## config.mk

```make
export PLATFORM = sky130hd
export DESIGN_NAME = hazard_scoreboard
export DESIGN_NICKNAME = d
export VERILOG_FILES = /design/src/rtl/hz_pkg.sv /design/src/rtl/hz_sel2mask.sv /design/src/rtl/hz_fu_track.sv /design/src/rtl/hz_read_check.sv /design/src/rtl/hazard_scoreboard.sv
export SDC_FILE = /design/constraint.sdc
export NUM_CORES = 1
export LEC_CHECK = 0
export BUFFER_PORTS_ARGS = -buffer_cell sky130_fd_sc_hd__buf_2
export CAP_MARGIN = 25
export CORE_MARGIN = 2
export CORE_UTILIZATION = 29
export DETAILED_ROUTE_END_ITERATION = 8
export PLACE_DENSITY = 0.45
export SLEW_MARGIN = 20
export SYNTH_ARGS = -nofsm -noshare
export SYNTH_HDL_FRONTEND = slang
export SYNTH_SLANG_ARGS = --single-unit
```

## constraint.sdc

```tcl
create_clock -name clk -period 1.55 [get_ports clk]
set_clock_uncertainty 0.1 [all_clocks]
set_input_delay 0.0775 -clock clk [delete_from_list [all_inputs] [get_ports clk]]
set_output_delay 0.0775 -clock clk [all_outputs]
set_load 0.01 [all_outputs]
```

## src/rtl/hz_pkg.sv

```systemverilog
package hz_pkg;
  function automatic int sel_width(input int nreg, input int unary);
    return (unary != 0) ? nreg : ((nreg > 1) ? $clog2(nreg) : 1);
  endfunction
endpackage

```

## src/rtl/hz_sel2mask.sv

```systemverilog
module hz_sel2mask #(
  parameter int NREG  = 32,
  parameter int UNARY = 0,
  parameter int SELW  = hz_pkg::sel_width(NREG, UNARY)
) (
  input  logic [SELW-1:0] sel,
  input  logic            en,
  output logic [NREG-1:0] mask
);
  generate
    if (UNARY != 0) begin : g_unary
      always_comb mask = en ? NREG'(sel) : '0;
    end else begin : g_binary
      always_comb mask = en ? (NREG'(1) << sel) : '0;
    end
  endgenerate
endmodule

```

## src/rtl/hz_fu_track.sv

```systemverilog
module hz_fu_track #(
  parameter int NREG = 32
) (
  input  logic            clk,
  input  logic            rst_n,
  input  logic            issue,
  input  logic            busy,
  input  logic            done,
  input  logic            wrok,
  input  logic            iss_wr,
  input  logic [NREG-1:0] iss_mask,
  output logic [NREG-1:0] clr_mask
);
  logic            wf_q;
  logic [NREG-1:0] dst_q;

  always_ff @(posedge clk) begin
    if (!rst_n) begin
      wf_q  <= 1'b0;
      dst_q <= '0;
    end else begin
      if (!busy) wf_q <= 1'b0;
      if (issue) begin
        wf_q  <= iss_wr;
        dst_q <= iss_mask;
      end
    end
  end

  always_comb clr_mask = (done && wf_q && !wrok) ? dst_q : '0;
endmodule

```

## src/rtl/hz_read_check.sv

```systemverilog
module hz_read_check #(
  parameter int NREG = 32
) (
  input  logic            clk,
  input  logic            rst_n,
  input  logic [NREG-1:0] pend,
  input  logic            en,
  input  logic            busy,
  input  logic [NREG-1:0] src_mask,
  output logic            haz
);
  logic            haz_q;
  logic [NREG-1:0] chk;

  always_comb begin
    chk = en ? src_mask : '0;
    if (busy && !haz_q) chk = '0;
    haz = |(pend & chk);
  end

  always_ff @(posedge clk) begin
    if (!rst_n) haz_q <= 1'b0;
    else        haz_q <= haz;
  end
endmodule

```

## src/rtl/hazard_scoreboard.sv

```systemverilog
module hazard_scoreboard #(
  parameter int NREG  = 32,
  parameter int UNARY = 0,
  parameter int NFU   = 4,
  parameter int NWP   = 2,
  parameter int NRP   = 3,
  localparam int SELW = hz_pkg::sel_width(NREG, UNARY)
) (
  input  logic                clk,
  input  logic                rst_n,
  input  logic [NFU-1:0]      fu_issue,
  input  logic [NFU-1:0]      fu_busy,
  input  logic [NFU-1:0]      fu_done,
  input  logic [NFU-1:0]      fu_wrok,
  input  logic                iss_wr,
  input  logic [SELW-1:0]     iss_dst,
  input  logic [NWP-1:0]      wp_gnt,
  input  logic [NWP*SELW-1:0] wp_dst,
  input  logic [NRP-1:0]      rd_en,
  input  logic [NRP-1:0]      rd_busy,
  input  logic [NRP*SELW-1:0] rd_src,
  input  logic                ww_en,
  input  logic [SELW-1:0]     ww_dst,
  output logic [NRP-1:0]      rd_haz,
  output logic                ww_haz,
  output logic                any_haz,
  output logic [NREG-1:0]     pend_o
);
  logic [NREG-1:0] pend_q, pend_d1_q, set_q;
  logic [NREG-1:0] iss_mask, ww_mask, clr_all;
  logic [NREG-1:0] wp_mask [NWP];
  logic [NREG-1:0] fu_clr  [NFU];
  logic [NREG-1:0] rd_mask [NRP];
  logic            iss_fire;

  assign iss_fire = (|fu_issue) && iss_wr;

  hz_sel2mask #(.NREG(NREG), .UNARY(UNARY)) u_iss_dec (
    .sel(iss_dst), .en(1'b1), .mask(iss_mask));

  hz_sel2mask #(.NREG(NREG), .UNARY(UNARY)) u_ww_dec (
    .sel(ww_dst), .en(ww_en), .mask(ww_mask));

  genvar gi;
  generate
    for (gi = 0; gi < NWP; gi++) begin : g_wp
      hz_sel2mask #(.NREG(NREG), .UNARY(UNARY)) u_dec (
        .sel(wp_dst[gi*SELW +: SELW]), .en(wp_gnt[gi]), .mask(wp_mask[gi]));
    end
    for (gi = 0; gi < NFU; gi++) begin : g_fu
      hz_fu_track #(.NREG(NREG)) u_trk (
        .clk(clk), .rst_n(rst_n), .issue(fu_issue[gi]), .busy(fu_busy[gi]),
        .done(fu_done[gi]), .wrok(fu_wrok[gi]), .iss_wr(iss_wr),
        .iss_mask(iss_mask), .clr_mask(fu_clr[gi]));
    end
    for (gi = 0; gi < NRP; gi++) begin : g_rd
      hz_sel2mask #(.NREG(NREG), .UNARY(UNARY)) u_dec (
        .sel(rd_src[gi*SELW +: SELW]), .en(1'b1), .mask(rd_mask[gi]));
      hz_read_check #(.NREG(NREG)) u_chk (
        .clk(clk), .rst_n(rst_n), .pend(pend_q), .en(rd_en[gi]),
        .busy(rd_busy[gi]), .src_mask(rd_mask[gi]), .haz(rd_haz[gi]));
    end
  endgenerate

  // OR-reduce every clear source
  always_comb begin
    clr_all = '0;
    for (int i = 0; i < NWP; i++) clr_all |= wp_mask[i];
    for (int i = 0; i < NFU; i++) clr_all |= fu_clr[i];
  end

  always_ff @(posedge clk) begin
    if (!rst_n) begin
      set_q     <= '0;
      pend_q    <= '0;
      pend_d1_q <= '0;
    end else begin
      set_q     <= iss_fire ? iss_mask : '0;
      pend_q    <= (pend_q & ~clr_all) | set_q;
      pend_d1_q <= pend_q;
    end
  end

  assign ww_haz  = |(pend_d1_q & ww_mask);
  assign any_haz = (|rd_haz) | ww_haz;
  assign pend_o  = pend_q;
endmodule

```

# == Yosys cells after proc, flatten, opt, wreduce, memory -nomap -nowiden ==
# Index checks and enable logic that the tools add are counted.
# word_totals
register_bits,231
in_bits,63
word_cells,85
# op_classes
eq_ne,4
shift,7
n_mux,21
n_bitwise,13
reduce_logical,26
# op_table
op,n
$mux 32,13
$shl 1x5->32 const A,7
$or 32x32->32,6
$and 32x32->32,5
$reduce_or 32->1,4
$reduce_or 96->1,1
$not 32->32,1
$logic_and 1x1->1,12
$mux 1,8
$ne 2x2->1 const B,4
$logic_not 1->1,7
$reduce_or 4->1,1
$reduce_and 2->1,1
$or 1x1->1,1

# == Longest topological paths before layout ==
# Gate-level depths: netlist (run 1).
# logic_depth
word_depth,10
ltp_mapped,9
depth_no_buf,6

# == Cells and area by module ==
# Synthesis (run 1) repeated with hierarchy kept, for this count alone.
# unflattened
cells_unflattened,1272
area_unflattened_um2,11966.5
# modules_own_cells
module,instances,cells_each,area_each_um2,seq_area_each_um2
hz_fu_track,4,143,1506.4,660.6
hazard_scoreboard,1,293,3627.2,1921.8
hz_sel2mask,7,47,234.0,0.0
hz_read_check,3,26,225.2,20.0

# == Least setup slack after synthesis (run 1) ==
# OpenSTA, ideal clock, no wires.
# synth_timing
path_kind,reg2out
from,reg pend_q[3] (netlist: pend_o[3])
to,out rd_haz[2]
arrival_time_ps,1417
t_required_ps,1372
path_slack_ps,-44
stages_incl_launch_ff,8
path_buffers,1
path_cell_list,dfxtp_1 mux2_1 a31oi_1 o211ai_1 nor4_1 a211o_1 inv_1 buf_4
# synth_via
elab_chain_cells,2
# synth_rtl
item,line,text
from (decl),hazard_scoreboard.sv:29,"logic [NREG-1:0] pend_q, pend_d1_q, set_q;"
from (signal assigned),hazard_scoreboard.sv:79,pend_q <= (pend_q & ~clr_all) | set_q;
$and 32x32->32,hz_read_check.sv:18,haz = |(pend & chk);
$reduce_or 32->1,hz_read_check.sv:18,
to (decl),hazard_scoreboard.sv:24,"output logic [NRP-1:0] rd_haz,"
# Every way passes these cells.

# == Final worst setup path (run 1) ==
# layout_timing
from,reg pend_q[1] (netlist: pend_o[1])
to,out any_haz
# layout_via
elab_chain_cells,3
# layout_rtl
item,line,text
$and 32x32->32,hz_read_check.sv:18,
$reduce_or 96->1 *,hazard_scoreboard.sv:85,assign any_haz = (|rd_haz) | ww_haz;
$or 1x1->1 *,hazard_scoreboard.sv:85,
to (decl),hazard_scoreboard.sv:26,"output logic any_haz,"
# Mark *: on every way between the ends. The rest lies on a longest branch, timed or not.

==> out/summary.txt, run 1 <==
Max-capacitance violation count -> 0
LEAKAGE -> 6.03 nW
Post-synthesis share of cell area spent on and, or, nand and nor gates -> 0.196
Core box area -> 0.0356 mm2
Average detailed-routed wire length per instance -> 22.5 um
Clock tree from TritonCTS -> yes
Iter 0 DRT Violations -> 671
Clock latency at the later pin of the worst-skew pair -> 0.54 ns
Worst-margin pin slew -> 0.741 ns
DR vias/cell -> 5.20
Final routed DRC violation total -> 0
Layout net count -> 1419
Global-route wire length before repair -> 60.8 mm
Depth of the worst hold-timing path -> 4
Required time at the endpoint of the critical path -> 1.37 ns
Number of buffers between clock root and the deepest sink -> 3
Floorplan row count -> 69
Launching element type of the critical path -> flip-flop
Layout Area Growth over Synthesis -> 36.6%
Starting utilization of the core area -> 0.295
Arrival time worst endpoint -> 2.12 ns
Depth of the CTS H-tree -> 1
Violations in the final reports -> hold timing, setup timing
Synthesized netlist cell count -> 1132
Initial antenna violation count -> 0
Max Freq -> 435 MHz
Largest net degree at the start of global routing -> 37
Post-route worst setup slack -> -0.751 ns
CP Cell Sequence -> mux2_4 > a31oi_1 > o211ai_1 > nor4_1 > a211o_1 > nand4_1 > buf_2
Top FF cell, synth -> dfxtp_1
Grt total ovfl -> 0
Synthesized area per cell -> 9.27 um2
Count of state elements after synthesis -> 231
Reg clk slew, reported paths -> 0.06 ns
Sequential fraction of the synthesis area -> 0.441
Multi-input combinational cell area -> 0.00563 mm2
Total CTS buffers -> 27
Total of fill cells in the finished design -> 3600
Netlist area before placement -> 0.0105 mm2
Fraction of layout cells with a size suffix above 1 -> 0.336
Worst setup EP type -> output pin
Setup violators final -> 28
Hold slack -> -0.0852 ns
Critical path peak fanout -> 3
Dpl ws -> -0.331 ns
Area of all sequential standard cells -> 0.00467 mm2
Worst R2R Setup Slack -> -0.17 ns
Final hold violation count -> 1
Slowest library cell on the worst path -> dfxtp_2
Post-synth EDFFs -> 0
Antenna viol nets, final -> 0
Post-layout min period -> 2.30 ns
Xor/xnor cell area share of the yosys netlist -> 0
Post-DP HPWL -> 28.9 mm
Count of final max-slew check failures -> 0
Launch instance of the worst register-to-register path -> pend_o[4]
Hold-fix buffer count after cts -> 13
Worst setup path category -> flip-flop to output pin
Total routed wirelength -> 41.4 mm
Die H -> 194 um
Synth Net Count -> 1195
Share of cell area taken by muxes after synthesis -> 0.155
Max incr delay on CP -> 0.33 ns
GP Congestion -> 0.908
Worst Hold Endpoint -> g_rd[2].u_chk.haz_q
Cell at the root of the clock tree -> clkbuf_16
Worst Reg-to-Reg Cells -> 9
Die Area -> 0.0377 mm2
Final clock period utilization by the worst path -> 1.48
Critical path buffers and inverters -> 1
RSZ-0062 raised after global routing -> yes
Synth warnings -> 0
Reg-to-reg critical path endpoint -> g_rd[0].u_chk.haz_q
Worst rel slew slack -> 0.506
Worst vdd rail ir drop -> 0.694 mV
GRT Util Overall -> 0.210
Count of vias placed by the detailed router -> 9562
Top Family by Delay on Critical Path -> compound AO/OA/AOI/OAI gates
Top library cells by usage in the layout, fill and taps aside -> dfxtp_1 (202), nor2_1 (188), mux2i_1 (147)
Vias in the first global route -> 9374
Number of ports placed on the die boundary -> 100
Hold wc startpoint -> rd_en[2]
Fraction of synthesis flops using an asynchronous set or reset pin -> 0
Share of the synthesized area in compound gates (AO/OA/AOI/OAI) -> 0.151
Pwr Density -> 1010 mW/mm2
Run status -> finished, violations left
Buffers on Ports -> 99
Combinational family with the most area after synthesis -> simple AND/OR/NAND/NOR gates
Synth cell types -> 70
Arithmetic-cell share of the synthesized area counting full adders, half adders and majority gates -> 0
CTS Sinks -> 231
First drt pass iteration count -> 5
Worst hold path type -> input pin to flip-flop
Commonest non-fill, non-tap cell in the layout -> dfxtp_1
Horizontal die dimension -> 194 um
-- report_power, final --
group	switching (mW)	total [mW]	leakage (nW)	internal, mW
Sequential	0.0352	6.02	1.88	5.98
Combinational	0.775	1.33	3.67	0.551
Clock	2.64	7.07	0.481	4.43
-- cell usage after synthesis, types with 5 or more instances --
library cell	count	area, um2
a221oi_1	18	158
buf_1	10	37.5
inv_1	23	86.3
and2_1	22	138
buf_6	9	101
nor2_1	201	754
nand2b_1	6	37.5
a211oi_1	9	67.6
o211ai_1	9	67.6
a22o_1	8	70.1
buf_4	9	67.6
a32oi_1	12	105
clkbuf_1	42	158
a21boi_0	6	45.0
a21oi_1	13	65.1
dfxtp_1	231	4620
o2111ai_1	5	43.8
nand3b_1	12	90.1
a32o_1	24	240
o21a_1	8	60.1
nand2_1	68	255
a222oi_1	10	100
a31oi_1	8	50.1
nor2b_1	16	100
buf_2	22	110
nor3_1	42	210
mux2i_1	151	1510
a22oi_1	31	233
mux2_1	5	56.3
nand3_1	14	70.1
o21ai_0	9	45.0
-- worst min-delay path, stage by stage --
cell and delay [ns]:
buf_2 0.09, o21ai_0 0.09, a211o_1 0.17, nor2_1 0.06
-- what timing repair did --
action,4_1_cts,5_1_grt
setup endpoints to repair,28,58
hold endpoints to repair,37,1
pin swaps,31,56
buffers inserted,8,7
resized for setup,60,80
cloned,3,5
-- through the flow --
step | power, mW | TNS [ns] | cell area, um2 | util | instances
floorplan | 6.80 | 0 | 10500 | - | 1132
global placement | 7.35 | -2.19 | 12500 | 0.350 | 1757
detailed placement | 7.35 | -1.81 | 12500 | 0.350 | 1757
CTS | 14.5 | -4.30 | 13900 | 0.391 | 1828
global route | 14.8 | -5.88 | 14300 | 0.403 | 1837
finish | 14.4 | -4.40 | 14300 | 0.403 | 1839
-- layer usage --
metal / share of wire / vias up / GRT usage
li1: - / 4530 / -
met1: 0.48 / 4716 / 0.301
met2: 0.45 / 267 / 0.333
met3: 0.050 / 49 / 0.0228
met4: 0.025 / 0 / 0.0561
met5: 0 / - / 0
-- registers in the layout, summed over array words and instances, names as in the netlist --
signal / flops
g_fu.u_trk.dst_q: 128
g_fu.u_trk.wf_q: 4
g_rd.u_chk.haz_q: 3
pend_d1_q: 32
pend_o: 32
set_q: 32
-- final cells by class --
class / instances / share of cell area
diodes: 2 / 0.000349
clock buffers: 35 / 0.0528
clock inverters: 14 / 0.0160
inverters: 24 / 0.00646
multi-input cells: 782 / 0.393
flip-flops and latches: 231 / 0.326
well taps: 461 / 0.0403
repair buffers: 290 / 0.166
-- cells by family (layout without fill, tap and decap cells) --
logic type,count (synthesis),count (layout)
simple gates,427,427
compound gates,195,195
buf+inv,119,363
mux,160,160
flops,231,231
other cells,0,2
-- worst max path at each step --
stage,from,slack [ns],to,depth (start not counted)
5_1_grt,pend_o[1],-0.87,any_haz,7
4_1_cts,pend_o[1],-0.77,any_haz,7
3_5_place_dp,rd_src[1],-0.33,any_haz,8
6_report,pend_o[1],-0.75,any_haz,7
3_3_place_gp,rd_src[1],-0.41,any_haz,8
2_1_floorplan,pend_o[3],0.03,rd_haz[2],7
Power figures use the tool's default switching activity.
==> inputs of run 2 (changes only) <==
- BUFFER_PORTS_ARGS: -buffer_cell sky130_fd_sc_hd__buf_2 -> unset
- DONT_BUFFER_PORTS: unset -> 1
- PLACE_DENSITY: 0.45 -> 0.43
==> run 2 against run 1 <==
Net effect: the flow still finishes with violations (hold timing, setup timing); via count down 4.1%; global-route usage rose by 0.42 points; clock power is 6.4% lower; critical path depth is 1 lower; routed wire length grew 1.1%; power fell by 4.5%; critical path type unchanged; first-iteration DRC count is 13% lower; register-to-register slack improved by 0.02 ns; largest power group unchanged; largest cell class unchanged; sequential cell count is the same; die area did not move; maximum frequency grew 2.0%.
==> out/summary.txt, run 2 (synthesis gave the netlist of run 1 again) <==
Placed Cells incl. Taps -> 1613 (-8.2%)
Global-route wire length before repair -> 61.3 mm (+0.85%)
Antenna viol nets, final -> 0 (unchanged)
Core box area -> 0.0356 mm2 (unchanged)
Cell at the root of the clock tree -> clkbuf_16
Reg-to-reg critical path endpoint -> pend_o[10]
Top Family by Delay on Critical Path -> compound AO/OA/AOI/OAI gates
Launching element type of the critical path -> flip-flop
Count of final max-slew check failures -> 0 (unchanged)
Fraction of layout cells with a size suffix above 1 -> 0.241 (-0.0954)
Worst R2R Setup Slack -> -0.15 ns (+0.02 ns)
Final routed DRC violation total -> 0 (unchanged)
Depth of the CTS H-tree -> 1 (unchanged)
Layout Cells excl Fill -> 1728 (-6.0%)
RSZ-0062 raised after global routing -> yes
Hold slack -> -0.0553 ns (+0.0299 ns)
Average detailed-routed wire length per instance -> 24.2 um (+7.6%)
Initial antenna violation count -> 2 (+2)
Final hold violation count -> 2 (+1)
Max Freq -> 443 MHz (+2.0%)
Buffers on Ports -> 0 (-100%)
Reg clk slew, reported paths -> 0.06 ns (about the same)
Hold wc startpoint -> rd_src[10]
Count of vias placed by the detailed router -> 9171 (-4.1%)
Clock latency at the later pin of the worst-skew pair -> 0.54 ns (about the same)
GRT Util Overall -> 0.214 (+0.00417)
Violations in the final reports -> hold timing, setup timing
Critical path capture point -> any_haz
Vias in the first global route -> 9130 (-2.6%)
Worst hold path type -> input pin to flip-flop
Worst Setup SP -> pend_o[12]
Final cell utilization of the core -> 0.388 (-0.0146)
Largest net degree at the start of global routing -> 61 (+65%)
Top library cells by usage in the layout, fill and taps aside -> dfxtp_1 (213), nor2_1 (192), mux2i_1 (147)
Max reg flops -> 128 (unchanged)
Horizontal die dimension -> 194 um (unchanged)
Worst vdd rail ir drop -> 0.740 mV (+6.6%)
Die H -> 194 um (unchanged)
Run status -> finished, violations left
Total CTS buffers -> 28 (+3.7%)
Starting utilization of the core area -> 0.295 (unchanged)
Arrival time worst endpoint -> 2.08 ns (-0.04 ns)
Post-DP HPWL -> 28.1 mm (-3.0%)
CP Cell Sequence -> buf_4 > a221oi_2 > a211oi_2 > nor4_2 > a211o_1 > nand4_1
Iter 0 DRT Violations -> 582 (-13%)
Worst Reg-to-Reg Cells -> 7 (-2)
Max-capacitance violation count -> 0 (unchanged)
Floorplan row count -> 69 (unchanged)
Launch instance of the worst register-to-register path -> g_fu[1].u_trk.wf_q
Setup violators final -> 15 (-46%)
Die Area -> 0.0377 mm2 (unchanged)
Slowest library cell on the worst path -> dfxtp_1
DR vias/cell -> 5.31 (+2.1%)
Pwr Density -> 996 mW/mm2 (-0.95%)
Worst-margin pin slew -> 0.486 ns (-0.255 ns)
Max incr delay on CP -> 0.32 ns (about the same)
Commonest non-fill, non-tap cell in the layout -> dfxtp_1
Number of buffers between clock root and the deepest sink -> 3 (unchanged)
GP Congestion -> 0.908 (about the same)
Register with the highest flop count -> g_fu.u_trk.dst_q
First drt pass iteration count -> 5 (unchanged)
Final clock period utilization by the worst path -> 1.46 (-0.0297)
Number of ports placed on the die boundary -> 100 (unchanged)
Required time at the endpoint of the critical path -> 1.37 ns (about the same)
LEAKAGE -> 5.52 nW (-8.4%)
Post-layout min period -> 2.26 ns (-0.0461 ns)
CTS Sinks -> 231 (unchanged)
Layout net count -> 1307 (-7.9%)
Worst setup EP type -> output pin
Worst rel slew slack -> 0.675 (+0.169)
Grt total ovfl -> 0 (unchanged)
Critical path depth -> 6 (-1)
Total routed wirelength -> 41.9 mm (+1.1%)
Critical path buffers and inverters -> 1 (unchanged)
Critical path peak fanout -> 4 (+1)
Worst setup path category -> flip-flop to output pin
Post-route worst setup slack -> -0.705 ns (+0.0461 ns)
Clock tree from TritonCTS -> yes
Layout Area Growth over Synthesis -> 31.6%
run 2: cell count changes in the layout (fill, tap and decap cells not counted), sizes merged:
| cell | before | now |
|---|---|---|
| bufinv | 6 | 1 |
| clkinv | 5 | 8 |
| dlymetal6s4s | 1 | 2 |
| clkinvlp | 2 | 1 |
| inv | 25 | 24 |
| dlygate4sd3 | 12 | 43 |
| buf | 272 | 127 |
| clkbuf | 40 | 46 |
run 2: cell type report:
type / count / area (um2)
Fill cell: 3520 / 21800
Multi-Input combinational cell: 782 / 5640
Sequential cell: 231 / 4650
Timing Repair Buffer: 177 / 1900
Clock buffer: 41 / 861
Tap cell: 461 / 577
Inverter: 24 / 95.1
Clock inverter: 10 / 81.3
Antenna cell: 2 / 5.00
run 2: per-layer routing:
metal	vias to the layer above	wire [um]	track usage
met1	4490	19300	0.296
li1	4302	-	-
met2	317	18700	0.335
met5	-	0	0
met4	0	1120	0.0620
met3	62	2790	0.0442
run 2: how the worst min path moves through the flow:
stage                                endpoint  slack (ns)  cells after the start
after floorplan            g_fu[0].u_trk.wf_q        0.12                      2
after global placement          pend_d1_q[15]        0.11                      1
after detailed placement        pend_d1_q[15]        0.11                      1
after CTS                 g_rd[2].u_chk.haz_q       -0.04                      4
after global routing                pend_o[0]        0.02                      4
final                     g_rd[2].u_chk.haz_q       -0.06                      4
run 2: through the flow:
| stage | setup TNS [ns] | power [mW] | setup slack, ns | hold slack [ns] | area (um2) |
|---|---|---|---|---|---|
| after floorplan | 0 | 6.80 | 0.0279 | 0.120 | 10500 |
| after global placement | -2.60 | 6.86 | -0.383 | 0.112 | 11600 |
| after detailed placement | -2.22 | 6.87 | -0.346 | 0.113 | 11600 |
| after CTS | -4.60 | 13.8 | -0.753 | -0.0411 | 13300 |
| after global routing | -5.33 | 14.2 | -0.825 | 0.0230 | 13800 |
| final | -3.65 | 13.8 | -0.705 | -0.0553 | 13800 |
run 2: timing repair:
| item | 4_1_cts | 5_1_grt |
|---|---|---|
| gates resized for setup | 48 | 89 |
| buffers inserted | 2 | 12 |
| pin swaps | 29 | 66 |
| cloned | 0 | 4 |
| setup endpoints to repair | 38 | 75 |
| endpoints found under the hold margin | 231 | 4 |
| hold buffers | 50 | 1 |
run 2: where the power goes:
group | switching, mW | internal (mW)
logic | 0.640 | 0.473
clock network | 2.63 | 3.99
registers | 0.0334 | 5.99
run 2: worst reg2reg max path: stages (launching register included):
cell and delay [ns]:
dfxtp_2 0.32, nand2_2 0.08, nor2_4 0.04, buf_12 0.14
buf_12 0.14, buf_8 0.12, a222oi_1 0.40, a32o_2 0.28
==> inputs of run 3 (changes only) <==
- CORE_UTILIZATION: 29 -> 57
- PLACE_DENSITY: 0.43 -> 0.74
==> run 3 against run 2 <==
Net effect: the run still ends with hold timing, setup timing left; combinational power is 5% lower; sequential cell count stayed put; design area is 4.8% lower; sequential share of layout area is 1.7 points higher; maximum frequency is 3.4% higher.
==> out/summary.txt, run 3 (synthesis gave the netlist of run 1 again) <==
Layout Area Growth over Synthesis -> 25.3%
Largest net degree at the start of global routing -> 61 (unchanged)
Initial antenna violation count -> 1 (-1)
Number of buffers between clock root and the deepest sink -> 3 (unchanged)
Total CTS buffers -> 25 (-11%)
Dpl ws -> -0.132 ns (+0.214 ns)
Violations in the final reports -> hold timing, setup timing
Hold slack -> -0.0223 ns (+0.0331 ns)
Clock share of power -> 0.469 (-0.012)
Net switching power figure -> 3.16 mW (-4.5%)
Clock tree from TritonCTS -> yes
Final hold violation count -> 2 (unchanged)
Post-layout min period -> 2.18 ns (-0.0738 ns)
Post-route cell area -> 0.0131 mm2 (-4.8%)
Iter 0 DRT Violations -> 1381 (+140%)
Layout Cells excl Fill -> 1471 (-15%)
Register with the highest flop count -> g_fu.u_trk.dst_q
Reg clk slew, reported paths -> 0.06 ns (about the same)
CTS Sinks -> 231 (unchanged)
Buffers on Ports -> 0 (unchanged)
Run status -> finished, violations left
Depth of the CTS H-tree -> 1 (unchanged)
Post-DP HPWL -> 22.9 mm (-18%)
GRT Util Overall -> 0.350 (+0.136)
Count of vias placed by the detailed router -> 9711 (+5.9%)
Cell internal power dissipation -> 10.2 mW (-2.8%)
Worst rel slew slack -> 0.553 (-0.122)
Max Freq -> 458 MHz (+3.4%)
RSZ-0062 raised after global routing -> yes
Final clock period utilization by the worst path -> 1.41 (-0.0476)
Commonest non-fill, non-tap cell in the layout -> dfxtp_1
Worst setup path category -> flip-flop to output pin
Number of ports placed on the die boundary -> 100 (unchanged)
GP Congestion -> 0.999 (+10%)
Grt total ovfl -> 0 (unchanged)
Worst hold path type -> input pin to flip-flop
Total of fill cells in the finished design -> 1302 (-63%)
Die H -> 140 um (-28%)
Final routed DRC violation total -> 0 (unchanged)
Die Area -> 0.0195 mm2 (-48%)
Average detailed-routed wire length per instance -> 25.0 um (+3.4%)
Launching element type of the critical path -> flip-flop
Multi-input combinational cell area -> 0.00556 mm2 (-1.6%)
Cell at the root of the clock tree -> clkbuf_16
Pwr Density -> 1010 mW/mm2 (+1.6%)
Starting utilization of the core area -> 0.582 (+0.287)
Comb power frac -> 0.079 (-0.002)
LEAKAGE -> 5.34 nW (-3.3%)
Fraction of power spent switching nets -> 0.237 (-0.00319)
Area of all sequential standard cells -> 0.00465 mm2 (about the same)
Fraction of layout cells with a size suffix above 1 -> 0.210 (-0.0308)
DR vias/cell -> 6.60 (+24%)
Horizontal die dimension -> 140 um (-28%)
Arrival time worst endpoint -> 2.00 ns (-0.08 ns)
Total routed wirelength -> 36.8 mm (-12%)
Critical path peak fanout -> 2 (-2)
Proportion of power drawn by flip-flops and latches -> 0.452 (+0.014)
Max reg flops -> 128 (unchanged)
Placed Cells incl. Taps -> 1366 (-15%)
Layout net count -> 1287 (-1.5%)
Worst vdd rail ir drop -> 0.960 mV (+30%)
Required time at the endpoint of the critical path -> 1.37 ns (about the same)
Max-capacitance violation count -> 0 (unchanged)
First drt pass iteration count -> 7 (+2)
Worst setup EP type -> output pin
Vias in the first global route -> 9047 (-0.91%)
Setup violators final -> 19 (+4)
Count of final max-slew check failures -> 0 (unchanged)
Global-route wire length before repair -> 53.4 mm (-13%)
Post-route worst setup slack -> -0.631 ns (+0.0738 ns)
Top library cells by usage in the layout, fill and taps aside -> dfxtp_1 (214), nor2_1 (195), mux2i_1 (149)
Core box area -> 0.0180 mm2 (-49%)
Antenna viol nets, final -> 0 (unchanged)
Post-placement cell area -> 0.0112 mm2 (-3.4%)
Clock latency at the later pin of the worst-skew pair -> 0.54 ns (about the same)
Worst-margin pin slew -> 0.669 ns (+0.183 ns)
Floorplan row count -> 49 (-29%)
-- run 3: cell count changes in the layout (fill, tap and decap cells not counted), moves of 4 or more --
cell / change
buf_6: -12
clkinv_2: -4
clkbuf_8: -4
a22oi_1: -4
nand2_2: -4
a32o_1: +7
a32o_2: -7
clkbuf_16: -4
dlygate4sd3_1: -6
a22oi_2: +4
-- run 3: metal layers --
metal	share of wire	wire length (um)	vias up	global-route usage
met5	0	0	-	0
met3	0.13	4720	126	0.0795
met2	0.45	16500	671	0.552
met1	0.38	14100	4651	0.468
li1	-	-	4263	-
met4	0.041	1530	0	0.139
-- run 3: worst paths after layout --
kind / slack [ns] / depth (start not counted) / end / startpoint
max: -0.63 / 6 / any_haz / pend_d1_q[30]
min: -0.02 / 4 / pend_o[7] / wp_dst[9]
max reg2reg: -0.13 / 6 / pend_o[28] / g_fu[0].u_trk.wf_q
min reg2reg: 0.35 / 1 / pend_o[8] / set_q[8]
-- run 3: timing repair --
action,CTS,global route
setup endpoints to repair,10,59
pin swaps,20,48
resized for setup,24,71
cloned,0,4
buffers inserted,4,5
hold buffers,46,1
endpoints found under the hold margin,231,2
-- run 3: critical path, cell delays in order, from the launching register on --
cell and delay, ns:
dfxtp_1 0.30, mux2_1 0.30, a311oi_2 0.25, o211ai_1 0.15, o311ai_2 0.12, buf_4 0.19, nand4_1 0.16
-- run 3: stage by stage --
| stage | util | setup TNS, ns | hold WS, ns | power, mW |
|---|---|---|---|---|
| global placement | 0.621 | -0.170 | 0.106 | 6.80 |
| global route | 0.729 | -4.44 | -0.0176 | 13.6 |
| floorplan | - | 0 | 0.120 | 6.80 |
| finish | 0.729 | -3.30 | -0.0223 | 13.3 |
| detailed placement | 0.621 | -0.179 | 0.114 | 6.81 |
| CTS | 0.706 | -3.01 | -0.0597 | 13.2 |
-- run 3: layout make-up --
type	count	area share
tap	229	0.0218
clock inverter	10	0.0114
inverter	24	0.00704
timing repair buffer	160	0.130
clock buffer	34	0.0540
sequential	231	0.353
antenna	1	0.000190
multi-input combinational	782	0.423
-- run 3: power by group through the flow --
stage / sequential (mW) / combinational (mW) / clock (mW)
after floorplan: 6.14 / 0.657 / 0
after global placement: 6.14 / 0.657 / 0
after detailed placement: 6.15 / 0.660 / 0
after CTS: 6.02 / 0.972 / 6.23
after global routing: 6.02 / 1.09 / 6.49
final: 6.02 / 1.06 / 6.24
